`src/rtl/e1c4_pkg.sv`:
```
package e1c4_pkg;

   // Role of the current bit inside the multiframe.
   typedef enum logic [2:0] {
      POS_DATA = 3'd0,
      POS_MFA  = 3'd1,
      POS_CRC  = 3'd2,
      POS_E1   = 3'd3,
      POS_E2   = 3'd4
   } pos_kind_e;

   // Where the report bits are taken from.
   typedef enum logic [1:0] {
      ESRC_AUTO = 2'd0,
      ESRC_CFG  = 2'd1,
      ESRC_KEEP = 2'd2
   } esrc_e;

endpackage

```
`src/rtl/e1c4_locate.sv`:
```
module e1c4_locate
   import e1c4_pkg::*;
#(
   parameter int MF_FRAMES = 16,
   parameter int SLOTS     = 32,
   parameter int SLOT_BITS = 8,
   parameter int CRC_W     = 4,
   parameter int PAT_W     = 6,
   parameter logic [PAT_W-1:0] PAT = 6'b001011,
   localparam int FW  = $clog2(MF_FRAMES),
   localparam int SW  = $clog2(SLOTS),
   localparam int BW  = $clog2(SLOT_BITS),
   localparam int CIW = $clog2(CRC_W)
) (
   input  logic [FW-1:0] frame_idx,
   input  logic [SW-1:0] slot_idx,
   input  logic [BW-1:0] bit_idx,
   output pos_kind_e     kind,
   output logic          mfa_bit,
   output logic [CIW-1:0] crc_idx,
   output logic          half_start
);

   initial begin
      assert (MF_FRAMES == 4 * CRC_W)
         else $error("multiframe length must be four times the check width");
      assert (PAT_W + 2 == MF_FRAMES / 2)
         else $error("odd frames must hold the pattern plus two report bits");
      assert ((1 << CIW) == CRC_W)
         else $error("check width must be a power of two");
   end

   logic          is_b1;
   logic [FW-2:0] pair;
   int            pair_i;

   assign is_b1  = (slot_idx == '0) && (bit_idx == '0);
   assign pair   = frame_idx[FW-1:1];
   assign pair_i = int'(pair);

   always_comb begin
      kind    = POS_DATA;
      mfa_bit = 1'b0;
      if (is_b1) begin
         if (!frame_idx[0]) begin
            kind = POS_CRC;
         end else if (pair_i < PAT_W) begin
            kind    = POS_MFA;
            mfa_bit = PAT[PAT_W-1-pair_i];
         end else if (pair_i == PAT_W) begin
            kind = POS_E1;
         end else begin
            kind = POS_E2;
         end
      end
   end

   assign crc_idx    = pair[CIW-1:0];
   assign half_start = is_b1 && (frame_idx[FW-2:0] == '0);

endmodule

```
`src/rtl/e1c4_crc.sv`:
```
module e1c4_crc #(
   parameter int CRC_W = 4,
   parameter logic [CRC_W-1:0] POLY = 4'b0011,
   localparam int CIW = $clog2(CRC_W)
) (
   input  logic           clk,
   input  logic           rst_n,
   input  logic           stb,
   input  logic           half_start,
   input  logic           feed_bit,
   input  logic [CIW-1:0] crc_idx,
   output logic           crc_bit
);

   initial begin
      assert (CRC_W >= 2) else $error("check width too small");
   end

   logic [CRC_W-1:0] acc_q;
   logic [CRC_W-1:0] hold_q;
   logic [CRC_W-1:0] cur;
   logic [CRC_W-1:0] nxt;
   logic             fb;

   // At the first bit of a half the finished remainder is still in acc_q.
   assign cur     = half_start ? acc_q : hold_q;
   assign crc_bit = cur[CRC_W-1-int'(crc_idx)];

   assign fb  = acc_q[CRC_W-1] ^ feed_bit;
   assign nxt = {acc_q[CRC_W-2:0], 1'b0} ^ (fb ? POLY : '0);

   always_ff @(posedge clk or negedge rst_n) begin
      if (!rst_n) begin
         acc_q  <= '0;
         hold_q <= '0;
      end else if (stb) begin
         if (half_start) begin
            hold_q <= acc_q;
            acc_q  <= '0;
         end else begin
            acc_q <= nxt;
         end
      end
   end

   // the held value moves only at the first bit of a half
   p_hold_moves_at_start_r4: assert property (@(posedge clk) disable iff (!rst_n)
      !(stb && half_start) |=> $stable(hold_q));

   // the remainder starts again from zero after a half begins
   p_acc_cleared_r5: assert property (@(posedge clk) disable iff (!rst_n)
      (stb && half_start) |=> (acc_q == '0));

endmodule

```
`src/rtl/e1c4_ebit.sv`:
```
module e1c4_ebit
   import e1c4_pkg::*;
(
   input  logic      clk,
   input  logic      rst_n,
   input  logic      stb,
   input  pos_kind_e kind,
   input  logic      ev_i,
   input  logic      ev_ii,
   input  esrc_e     src,
   input  logic [1:0] si_bits,
   input  logic      din,
   output logic      e_val
);

   logic pend_i_q, pend_ii_q;
   logic take_i, take_ii;

   assign take_i  = stb && (kind == POS_E1);
   assign take_ii = stb && (kind == POS_E2);

   always_ff @(posedge clk or negedge rst_n) begin
      if (!rst_n) begin
         pend_i_q  <= 1'b0;
         pend_ii_q <= 1'b0;
      end else begin
         if (take_i)      pend_i_q <= ev_i;
         else if (ev_i)   pend_i_q <= 1'b1;
         if (take_ii)     pend_ii_q <= ev_ii;
         else if (ev_ii)  pend_ii_q <= 1'b1;
      end
   end

   always_comb begin
      unique case (src)
         ESRC_AUTO: e_val = (kind == POS_E1) ? ~pend_i_q : ~pend_ii_q;
         ESRC_CFG:  e_val = (kind == POS_E1) ? si_bits[1] : si_bits[0];
         default:   e_val = din;
      endcase
   end

   // a slot with no new event leaves its flag clear
   p_pend_i_clear_r8: assert property (@(posedge clk) disable iff (!rst_n)
      (take_i && !ev_i) |=> !pend_i_q);
   p_pend_ii_clear_r8: assert property (@(posedge clk) disable iff (!rst_n)
      (take_ii && !ev_ii) |=> !pend_ii_q);
   // an event is always remembered, even on its own slot
   p_event_kept_r8: assert property (@(posedge clk) disable iff (!rst_n)
      (ev_i && ev_ii) |=> (pend_i_q && pend_ii_q));

endmodule

```
`src/rtl/e1c4_mf_insert.sv`:
```
module e1c4_mf_insert
   import e1c4_pkg::*;
#(
   parameter int MF_FRAMES = 16,
   parameter int SLOTS     = 32,
   parameter int SLOT_BITS = 8,
   parameter int CRC_W     = 4,
   parameter logic [CRC_W-1:0] CRC_POLY = 4'b0011,
   parameter int PAT_W     = 6,
   parameter logic [PAT_W-1:0] MFA_PAT = 6'b001011,
   parameter bit OUT_REG   = 1'b1,
   localparam int FW  = $clog2(MF_FRAMES),
   localparam int SW  = $clog2(SLOTS),
   localparam int BW  = $clog2(SLOT_BITS),
   localparam int CIW = $clog2(CRC_W)
) (
   input  logic          clk,
   input  logic          rst_n,
   input  logic          bit_stb,
   input  logic          din,
   input  logic [FW-1:0] frame_idx,
   input  logic [SW-1:0] slot_idx,
   input  logic [BW-1:0] bit_idx,
   input  logic          crc_en,
   input  logic          keep_align,
   input  logic          pat_inv,
   input  logic          crc_inv,
   input  logic          e_auto_dis,
   input  logic          rx_mf_lost,
   input  logic          si_dis,
   input  logic [1:0]    si_bits,
   input  logic          rx_err_i,
   input  logic          rx_err_ii,
   output logic          dout,
   output logic          dout_vld
);

   pos_kind_e      kind;
   logic           mfa_bit;
   logic [CIW-1:0] crc_idx;
   logic           half_start;
   logic           crc_bit;
   logic           e_val;
   logic           full_ins;
   esrc_e          src;
   logic           obit;
   logic           feed;

   e1c4_locate #(
      .MF_FRAMES (MF_FRAMES), .SLOTS (SLOTS), .SLOT_BITS (SLOT_BITS),
      .CRC_W (CRC_W), .PAT_W (PAT_W), .PAT (MFA_PAT)
   ) u_loc (
      .frame_idx (frame_idx), .slot_idx (slot_idx), .bit_idx (bit_idx),
      .kind (kind), .mfa_bit (mfa_bit), .crc_idx (crc_idx),
      .half_start (half_start)
   );

   e1c4_crc #(.CRC_W (CRC_W), .POLY (CRC_POLY)) u_crc (
      .clk (clk), .rst_n (rst_n), .stb (bit_stb), .half_start (half_start),
      .feed_bit (feed), .crc_idx (crc_idx), .crc_bit (crc_bit)
   );

   always_comb begin
      if (!e_auto_dis && !rx_mf_lost) src = ESRC_AUTO;
      else if (!si_dis)               src = ESRC_CFG;
      else                            src = ESRC_KEEP;
   end

   e1c4_ebit u_ebit (
      .clk (clk), .rst_n (rst_n), .stb (bit_stb), .kind (kind),
      .ev_i (rx_err_i), .ev_ii (rx_err_ii), .src (src),
      .si_bits (si_bits), .din (din), .e_val (e_val)
   );

   assign full_ins = crc_en && !keep_align;

   always_comb begin
      obit = din;
      unique case (kind)
         POS_MFA: if (full_ins) obit = mfa_bit ^ pat_inv;
         POS_CRC: if (crc_en)   obit = crc_bit ^ crc_inv;
         POS_E1,
         POS_E2:  if (full_ins) obit = e_val;
         default: obit = din;
      endcase
   end

   // Check-bit positions count as zero in the remainder.
   assign feed = (kind == POS_CRC) ? 1'b0 : obit;

   generate
      if (OUT_REG) begin : g_reg
         logic is_b1;
         assign is_b1 = (kind != POS_DATA);

         always_ff @(posedge clk or negedge rst_n) begin
            if (!rst_n) begin
               dout     <= 1'b0;
               dout_vld <= 1'b0;
            end else begin
               dout_vld <= bit_stb;
               if (bit_stb) dout <= obit;
            end
         end

         // one valid clock per strobe, one clock later
         p_vld_follows_r1: assert property (@(posedge clk) disable iff (!rst_n)
            bit_stb |=> dout_vld);
         p_vld_idle_r1: assert property (@(posedge clk) disable iff (!rst_n)
            !bit_stb |=> !dout_vld);
         // disabled insertion forwards the data
         p_pass_when_off_r1: assert property (@(posedge clk) disable iff (!rst_n)
            (bit_stb && !crc_en) |=> (dout == $past(din)));
         // only bit 1 of TS0 may differ from the input
         p_payload_clean_r11: assert property (@(posedge clk) disable iff (!rst_n)
            (bit_stb && !is_b1) |=> (dout == $past(din)));
         // relaxed mode leaves the odd-frame positions alone
         p_relaxed_odd_r10: assert property (@(posedge clk) disable iff (!rst_n)
            (bit_stb && keep_align && is_b1 && frame_idx[0]) |=> (dout == $past(din)));
      end else begin : g_comb
         assign dout     = obit;
         assign dout_vld = bit_stb;
      end
   endgenerate

endmodule

```
`config.mk`:
```
export PLATFORM = sky130hd
export DESIGN_NAME = e1c4_mf_insert
export DESIGN_NICKNAME = d
export VERILOG_FILES = /design/src/rtl/e1c4_pkg.sv /design/src/rtl/e1c4_locate.sv /design/src/rtl/e1c4_crc.sv /design/src/rtl/e1c4_ebit.sv /design/src/rtl/e1c4_mf_insert.sv
export SDC_FILE = /design/constraint.sdc
export NUM_CORES = 1
export LEC_CHECK = 0
export CORE_MARGIN = 10
export CORE_UTILIZATION = 35
export CTS_CLUSTER_DIAMETER = 80
export DETAILED_ROUTE_END_ITERATION = 12
export PLACE_DENSITY = 0.65
export SKIP_CTS_REPAIR_TIMING = 1
export SLEW_MARGIN = 15
export SYNTH_ARGS = -nofsm -noshare
export SYNTH_HDL_FRONTEND = slang
export SYNTH_SLANG_ARGS = --single-unit
export TNS_END_PERCENT = 10
```
`constraint.sdc`:
```
create_clock -name clk -period 2.25 [get_ports clk]
set_clock_uncertainty 0.2 [all_clocks]
set_input_delay 0.225 -clock clk [delete_from_list [all_inputs] [get_ports clk]]
set_output_delay 0.225 -clock clk [all_outputs]
set_load 0.02 [all_outputs]
```
==> results of run 1 <==
## synth_stat cells, types with 2 or more instances
cell / count
a21boi_0: 2
a21o_1: 2
a21oi_1: 3
a22o_1: 4
dfrtp_1: 12
ha_1: 2
inv_1: 3
mux2_2: 4
mux2i_1: 2
nand2_1: 5
nand3_1: 3
nand4_1: 2
nor2_1: 6
nor2b_1: 2
nor4_4: 2
nor4b_1: 2
o211ai_1: 2
o21ai_0: 3
or4_1: 2
xnor2_1: 3
## kinds of logic after synthesis
family | share of synthesized area (%)
compound gates | 19.5
flops | 36.0
buf+inv | 1.80
fa+ha+maj | 3.00
xor+xnor | 4.20
mux | 10.5
simple gates | 24.9
## where the power goes
part | total, W | switching [W] | leakage (nW) | internal (W)
logic | 0.000199 | 0.0000777 | 0.541 | 0.000121
registers | 0.000276 | 0.0000314 | 0.147 | 0.000245
clock network | 0.000168 | 0.0000699 | 0.0210 | 0.0000985
total | 0.000643 | 0.000179 | 0.709 | 0.000464
## area by class of cell
cell class              instances  area (µm²)  area share [%]
flip-flops and latches         12         300            21.0
repair buffers                 53         489            34.2
clock buffers                   4        36.3            2.54
well taps                      28        35.0            2.45
inverters                       3        11.3           0.788
multi-input cells              66         557            39.0
## per-stage QoR
| stage | hold slack (ns) | instances | area (µm²) | util (%) |
|---|---|---|---|---|
| final | 0.0832 | 166 | 1430 | 64.0 |
| after global routing | 0.117 | 166 | 1430 | 64.0 |
| after CTS | 0.0964 | 163 | 1360 | 60.8 |
| after detailed placement | 0.270 | 159 | 1320 | 59.2 |
| after global placement | 0.266 | 159 | 1320 | 59.2 |
| after floorplan | -0.271 | 82 | 845 | - |
## state kept, by name (all words and copies together) (netlist names)
| signal | cells |
|---|---|
| u_crc.acc_q | 4 |
| u_crc.hold_q | 4 |
| dout | 1 |
| dout_vld | 1 |
| u_ebit.pend_i_q | 1 |
| u_ebit.pend_ii_q | 1 |
## critical path, cell delays in order
cell and delay [ns]:
clkdlybuf4s50_1 0.48, a21oi_1 0.06, or4_4 0.48, or4_4 0.55, a21oi_4 0.21, xor2_1 0.09, a22o_1 0.20
## worst max-delay path by stage
stage	slack, ns	end
2_1_floorplan	-0.08	u_crc.acc_q[0]$_DFFE_PN0P_
3_3_place_gp	-0.59	u_crc.acc_q[1]$_DFFE_PN0P_
3_5_place_dp	-0.64	u_crc.acc_q[0]$_DFFE_PN0P_
4_1_cts	-0.34	u_crc.acc_q[0]$_DFFE_PN0P_
5_1_grt	-0.13	u_crc.acc_q[0]$_DFFE_PN0P_
6_report	-0.09	u_crc.acc_q[0]$_DFFE_PN0P_
## routing by layer
| metal | vias to the layer above | share of wire [%] | routed length [µm] |
|---|---|---|---|
| li1 | 427 | - | - |
| met2 | 25 | 47 | 1230 |
| met4 | 0 | 2.5 | 65 |
| met3 | 7 | 6.9 | 180 |
| met1 | 406 | 43 | 1120 |
| met5 | - | 0 | 0 |
==> impl_results.md, run 1 <==
* Final worst slack at -0.0872 ns
* CP endpoint kind: register
* Reg-to-reg startpoint: u_crc.hold_q[3]$_DFFE_PN0P_
* Wire per inst at 15.6 µm
* Synth area leaders: dfrtp_1 (36%), mux2_2 (5.4%), nor4_4 (5.1%)
* Vias in the first global route at 863
* Drt initial violations at 14
* PortBufs at 28
* Via count at 865
* Yosys reg bits at 12
* Htree depth at 1
* Total die area at 0.00473 mm²
* Total congestion overflow at 0
* Fin crit share at 104%
* Die X at 68.8 µm
* Critical R2R Capture: dout$_DFFE_PN0P_
* Initial antenna violation count at 0
* PD cells at 450 mW/mm²
* Sink Count at 12
* Root Driver: clkbuf_4
* Crit path arrival time at 2.31 ns
* Worst-path clk slew at 0.07 ns
* Most common cell after layout, fill and taps aside: buf_4
* TritonCTS clock tree: yes
* WL final at 2.60 mm
* DR pass1 iterations at 4
* Worst vdd ir at 0.402 mV
* Syn Std Cell Area at 833 µm²
* Filler cells at 199
* M3 GR Usage at 3.86%
* Largest net degree at the start of global routing at 13
* GRT Total Usage at 11.4%
* RSZ-0062 raised after global routing: yes
* Crit path max fanout at 2
* Final setup vio count at 2
* Most used routing layer: met2
* DP Wirelength at 2.12 mm
* Area grow syn2layout at 71.5%
* Commonest non-fill, non-tap cells in the layout: buf_4 (24), dfrtp_1 (12), dlymetal6s2s_1 (12)
* Crit. Startpoint: din
* Cells after Synth at 82
* Diodes inserted at 0
* Io pins at 29
* First-pass GRT wire length at 4.05 mm
* Max frequency at 428 MHz
* Pre-CTS setup slack at -0.636 ns
* Yosys warns at 0
* Row count at 17
* Required @ worst endpoint at 2.22 ns
* Post-synth top flop: dfrtp_1
* Syn nets at 111
* Hold Crit Class: in -> async
* EDFF count, synth at 0
* Crit path time final at 2.34 ns
* Gpl congestion at 0.865
* Max_slew headroom at 66.0%
* M1 GR Usage at 12.6%
* Reg2Reg Setup Slack at 0.35 ns
* Share of cells above drive strength 1 at 37.7%
* Synth cell types at 36
* Synthesized area per cell at 10.2 µm²
* Worst skew pair latency at 0.28 ns
* Max-slew violations at 0
* Seq/Total Area, Yosys at 36.0%
* Final Hold Fails at 0
* Worst reg2reg path depth at 6
* Asr flop ratio synth at 100%
* DRC at 0
* Pwr Total at 0.000643 W
* Crit path kind: in -> reg
* Post-route ant nets at 0
* Vias per std cell at 5.21
* TNS Setup at -0.133 ns
* Core Area at 0.00223 mm²
* # nets final at 168
* Fraction of post-synthesis cell area in the top cell type by area at 36.0%
* Worst slew pin tran at 0.508 ns
* Chip height at 68.8 µm
* Biggest area consumer among synthesized cells: dfrtp_1
* Met2 global-route usage at 19.1%
* Initial core utilization at 37.3%
* Longest Clk Path Bufs at 2
* Failing checks: setup timing
* Worst setup SP type: input port
* P_leak at 0.709 nW
* CTS Buf Count at 3
* Status: complete, but fails checks
* Maximum capacitance violations at 0
Note: power is estimated with default switching activity, not from simulation.
==> inputs of run 2 (changes only) <==
- SKIP_CTS_REPAIR_TIMING: 1 -> not set
==> run 2 against run 1 <==
Compared with the run above: the flow still finishes with violations (setup timing); global-route usage grew 0.39 points; count of clock-buffer cells in the layout unchanged; clock power hardly changed; core utilization decreased by 1.3 points; hold slack better by 0.0023 ns; critical path depth up 1; critical endpoint unchanged; largest cell class unchanged; largest power group unchanged; highest routed layer unchanged.
==> impl_results.md, run 2 (synthesis gave the netlist of run 1 again) <==
* # nets final at 170
* Max_slew headroom at 65.7%
* Most common cell after layout, fill and taps aside: buf_4
* Die X at 68.8 µm
* CTS Buf Count at 3
* DP Wirelength at 2.12 mm
* Drt initial violations at 12
* Htree depth at 1
* Fin util at 62.6%
* Hold Crit Class: in -> async
* Diodes inserted at 0
* Worst setup SP type: input port
* Crit path kind: in -> reg
* CP endpoint kind: register
* Required @ worst endpoint at 2.22 ns
* Total die area at 0.00473 mm²
* Worst-path clk slew at 0.07 ns
* Initial antenna violation count at 0
* TritonCTS clock tree: yes
* Vias in the first global route at 903
* Placed cell area at 0.00132 mm²
* Initial core utilization at 37.3%
* Final Hold Fails at 0
* Via count at 888
* Filler cells at 207
* Final worst slack at -0.0387 ns
* DRC at 0
* Wire per inst at 15.4 µm
* Chip height at 68.8 µm
* Sink Count at 12
* Area grow syn2layout at 67.9%
* Status: complete, but fails checks
* First-pass GRT wire length at 4.22 mm
* Crit path max fanout at 2
* Core Area at 0.00223 mm²
* Maximum capacitance violations at 0
* TNS Setup at -0.0555 ns
* Post-route ant nets at 0
* Crit path time final at 2.29 ns
* Commonest non-fill, non-tap cells in the layout: buf_4 (27), dfrtp_1 (12), clkdlybuf4s50_1 (10)
* Fin crit share at 102%
* Failing checks: setup timing
* Finished Cell Area at 0.00140 mm²
* Sequential cell area at 300 µm²
* Worst vdd ir at 0.403 mV
* Final setup vio count at 2
* Total congestion overflow at 0
* PD cells at 457 mW/mm²
* WL final at 2.58 mm
* Top flop regs: u_crc.acc_q: 4 flops, u_crc.hold_q: 4 flops
* Max-slew violations at 0
* Share of cells above drive strength 1 at 40.0%
* Row count at 17
* Vias per std cell at 5.29
* Io pins at 29
* Root Driver: clkbuf_4
* Worst slew pin tran at 0.513 ns
* Pwr Total at 0.000639 W
* RSZ-0062 raised after global routing: yes
* Multi-input logic area at 558 µm²
* Worst skew pair latency at 0.28 ns
* Max frequency at 437 MHz
* P_leak at 0.623 nW
* Longest Clk Path Bufs at 2
* GRT Total Usage at 11.8%
* DR pass1 iterations at 4
* Largest net degree at the start of global routing at 13
* Gpl congestion at 0.865
* Crit path arrival time at 2.26 ns
* PortBufs at 28
==> run 2: worst max-delay path, cell delays in order <==
cell	delay [ns]
buf_6	0.09
nor4_4	0.30
nand2_2	0.09
or4_4	0.52
or4_4	0.57
a21oi_4	0.18
xor2_1	0.09
a22o_1	0.18
==> run 2: final timing paths <==
check | from | to | slack (ns) | cells after the start
max | slot_idx[0] | u_crc.acc_q[0]$_DFFE_PN0P_ | -0.04 | 8
min | rst_n | u_crc.acc_q[0]$_DFFE_PN0P_ | 0.09 | 1
max reg2reg | u_crc.hold_q[3]$_DFFE_PN0P_ | dout$_DFFE_PN0P_ | 0.36 | 6
min reg2reg | u_ebit.pend_i_q$_DFFE_PN0P_ | u_ebit.pend_i_q$_DFFE_PN0P_ | 0.28 | 1
max in group asynchronous | rst_n | u_crc.hold_q[3]$_DFFE_PN0P_ | 1.42 | 1
min in group clk | u_ebit.pend_i_q$_DFFE_PN0P_ | u_ebit.pend_i_q$_DFFE_PN0P_ | 0.28 | 1
==> run 2: layout make-up <==
| cell class | count | share of cell area, % |
|---|---|---|
| clock buffer | 4 | 2.59 |
| inverter | 3 | 0.805 |
| sequential | 12 | 21.5 |
| multi-input combinational | 66 | 39.9 |
| tap | 28 | 2.50 |
| timing repair buffer | 55 | 32.7 |
==> run 2: report_power, final <==
group / internal, W / total, W / switching, W
Combinational: 0.000117 / 0.000195 / 0.0000778
Clock: 0.0000985 / 0.000168 / 0.0000698
Sequential: 0.000245 / 0.000276 / 0.0000313
==> run 2: layer usage <==
metal	vias up	share of wire, %	track usage [%]
met2	29	49	20.5
met5	-	0	0
li1	433	-	-
met3	5	7.0	3.54
met4	0	1.8	5.17
met1	421	42	13.0
==> run 2: metrics by stage <==
step	hold slack, ns	worst slack (ns)	instances
3_3_place_gp	0.266	-0.585	159
3_5_place_dp	0.270	-0.636	159
4_1_cts	0.0964	-0.0575	166
6_report	0.0855	-0.0387	168
2_1_floorplan	-0.271	-0.0767	82
5_1_grt	0.117	-0.0977	168
==> run 2: timing repair <==
action	4_1_cts	5_1_grt
buffers inserted	4	2
hold buffers	0	0
pin swaps	10	8
endpoints found under the setup margin	3	2
gates resized for setup	49	5
==> inputs of run 3 (changes only) <==
- ABC_AREA: not set -> 1
- PLACE_DENSITY: 0.65 -> 0.63
==> run 3 against run 2 <==
Compared with the run above: the flow now finishes without violations; routed wire length increased by 13%; cell count increased by 33%; worst setup slack improved by 0.16 ns; combinational power grew 10%; critical path depth up 7; die area is 9.4% higher; largest cell class unchanged; largest power group unchanged.
==> impl_results.md, run 3 <==
* CP bufs+invs at 1
* Share of cells above drive strength 1 at 33.2%
* Worst path top cell family by delay: simple AND/OR/NAND/NOR gates
* DRC at 0
* Syn nets at 165
* Fraction of post-synthesis cell area in the top cell type by area at 31.8%
* Max stage delay on crit path at 0.45 ns
* Seq/Total Area, Yosys at 31.8%
* Fin util at 63.1%
* Synth cell count leaders: nand2_1 (31), nand3_1 (20), nor2_1 (19)
* Count leader, synth: nand2_1
* Yosys reg bits at 12
* Synth area leaders: dfrtp_1 (32%), nand2_1 (12%), nand3_1 (11%)
* Yosys warns at 0
* Synth cell types at 27
* Worst slew pin tran at 0.540 ns
* Syn Std Cell Area at 945 µm²
* Wire per inst at 13.1 µm
* P_leak at 0.827 nW
* Sink Count at 12
* Io pins at 29
* # nets final at 223
* Fin crit share at 94.5%
* Biggest area consumer among synthesized cells: dfrtp_1
* Worst skew pair latency at 0.27 ns
* Crit path arrival time at 2.08 ns
* CTS Buf Count at 3
* Total congestion overflow at 0
* CP endpoint kind: register
* EDFF count, synth at 0
* Final Hold Fails at 0
* DR pass1 iterations at 4
* Final worst slack at 0.123 ns
* Initial antenna violation count at 0
* Drt initial violations at 33
* Commonest non-fill, non-tap cells in the layout: buf_4 (27), nand2_1 (23), nor2_1 (17), clkdlybuf4s50_1 (17), inv_1 (16)
* Worst vdd ir at 0.510 mV
* Cells after Synth at 136
* Max frequency at 470 MHz
* Vias in the first global route at 1100
* DRT met1 WL at 1.22 mm
* Top flop regs: u_crc.acc_q: 4 flops, u_crc.hold_q: 4 flops
* Max_slew headroom at 63.9%
* Crit path max fanout at 4
* PortBufs at 28
* Chip height at 72.0 µm
* Slowest stage cell, crit path: clkdlybuf4s50_1
* Row count at 18
* Most common cell after layout, fill and taps aside: buf_4
* Post-route ant nets at 0
* Crit path kind: in -> reg
* Die X at 72.0 µm
* Highest metal used: met4
* DR WL met3 at 189 µm
* Gpl congestion at 0.806
* Initial core utilization at 37.5%
* DP Wirelength at 2.32 mm
* First-pass GRT wire length at 4.82 mm
* Total die area at 0.00518 mm²
* Worst-path clk slew at 0.08 ns
* Max-slew violations at 0
* Synthesized area per cell at 6.95 µm²
* Diodes inserted at 0
* Root Driver: clkbuf_4
* Vias per std cell at 5.00
* Hold Crit Class: in -> async
* Required @ worst endpoint at 2.20 ns
* Worst setup SP type: input port
* Pre-CTS setup slack at -0.328 ns
* Maximum capacitance violations at 0
* Post-synth top flop: dfrtp_1
* Area grow syn2layout at 68.6%
* GRT Total Usage at 11.0%
* Via count at 1114
* TritonCTS clock tree: yes
* Asr flop ratio synth at 100%
* Largest net degree at the start of global routing at 13
* PD cells at 412 mW/mm²
* Core Area at 0.00252 mm²
* DR WL met2 at 1.50 mm
* Longest Clk Path Bufs at 2
* Status: completed
* TNS Setup at 0 ns
* Final setup vio count at 0
* Critical-path cell list: clkdlybuf4s50_1, ha_1, nand2_1, nor2_2, nand3_1, nand2_1, nand3_1, o211ai_1, nand2_1, a21oi_2, nand2_2, nand3_2, nand2_2, nand3_1, o21ai_0
* WL final at 2.92 mm
* Crit path time final at 2.13 ns
* WHS at 0.101 ns
* Htree depth at 1
==> run 3: changes by cell type in the layout (fill, tap and decap cells not counted), sizes merged, moves of 4 or more <==
cell	before	now
mux2	4	0
nand2	6	33
nor2	6	22
clkdlybuf4s50	10	17
a22o	4	0
nand3	3	24
dlygate4sd2	8	1
inv	3	17
a31oi	0	4
dlymetal6s2s	0	10
buf	33	28
==> run 3: per-layer routing <==
layer | global-route usage (%) | up-vias
met2 | 20.2 | 28
met5 | 0 | -
met4 | 1.94 | 0
met1 | 12.0 | 519
met3 | 3.67 | 2
li1 | - | 565
==> run 3: path summary, 6_finish.rpt <==
check                                           start                     endpoint  slack, ns  depth (start not counted)
min in group clk                     dout$_DFFE_PN0P_             dout$_DFFE_PN0P_       0.29                          2
max in group asynchronous                       rst_n  u_ebit.pend_i_q$_DFFE_PN0P_       1.39                          1
hold reg to reg                      dout$_DFFE_PN0P_             dout$_DFFE_PN0P_       0.29                          2
setup / recovery                         frame_idx[3]   u_crc.acc_q[0]$_DFFE_PN0P_       0.12                         15
setup reg to reg           u_crc.acc_q[0]$_DFFE_PN0P_   u_crc.acc_q[0]$_DFFE_PN0P_       0.45                         11
hold / removal                                  rst_n   u_crc.acc_q[2]$_DFFE_PN0P_       0.10                          1
==> run 3: cells by family after synthesis <==
| logic type | after synthesis | synth area share, % |
|---|---|---|
| AOI/OAI and AO/OA | 16 | 10.7 |
| adders and majority gates | 2 | 2.65 |
| buffers and inverters | 20 | 8.74 |
| DFF | 12 | 31.8 |
| and+or+nand+nor | 86 | 46.1 |
==> run 3: layout make-up <==
cell class / count / area [µm²]
repair buffers: 56 / 518
fillers: 220 / 930
flip-flops and latches: 12 / 300
clock buffers: 4 / 36.3
well taps: 30 / 37.5
multi-input cells: 104 / 637
inverters: 17 / 63.8
==> run 3: where the power goes <==
part	switching [W]	internal (W)	total, W	leakage, nW
combinational	0.000103	0.000111	0.000215	0.676
clock	0.0000732	0.0000983	0.000172	0.0210
sequential	0.0000261	0.000245	0.000271	0.130
==> run 3: what timing repair did <==
| item | 4_1_cts | 5_1_grt |
|---|---|---|
| hold buffers | 0 | 0 |
| gates resized for setup | 1 | 32 |
| setup buffers | 0 | 5 |
| endpoints found under the setup margin | 2 | 3 |
| pin swaps | 0 | 20 |
==> run 3: worst reg2reg max path, stage by stage (launching register included) <==
cell     delay [ns]
dfrtp_1        0.43
nand3_2        0.11
nand3_1        0.11
nand2_1        0.08
o21ai_1        0.20
nand3_2        0.10
nand2_2        0.07
nand2_2        0.08
nand3_2        0.11
nand2_2        0.07
nand3_1        0.06
o21ai_0        0.08
==> run 3: through the flow <==
stage               instances  instance area [µm²]  total power (W)
floorplan                 136                  945         0.000354
global placement          214                 1420         0.000464
detailed placement        214                 1420         0.000471
CTS                       218                 1450         0.000645
global route              223                 1590         0.000701
finish                    223                 1590         0.000657
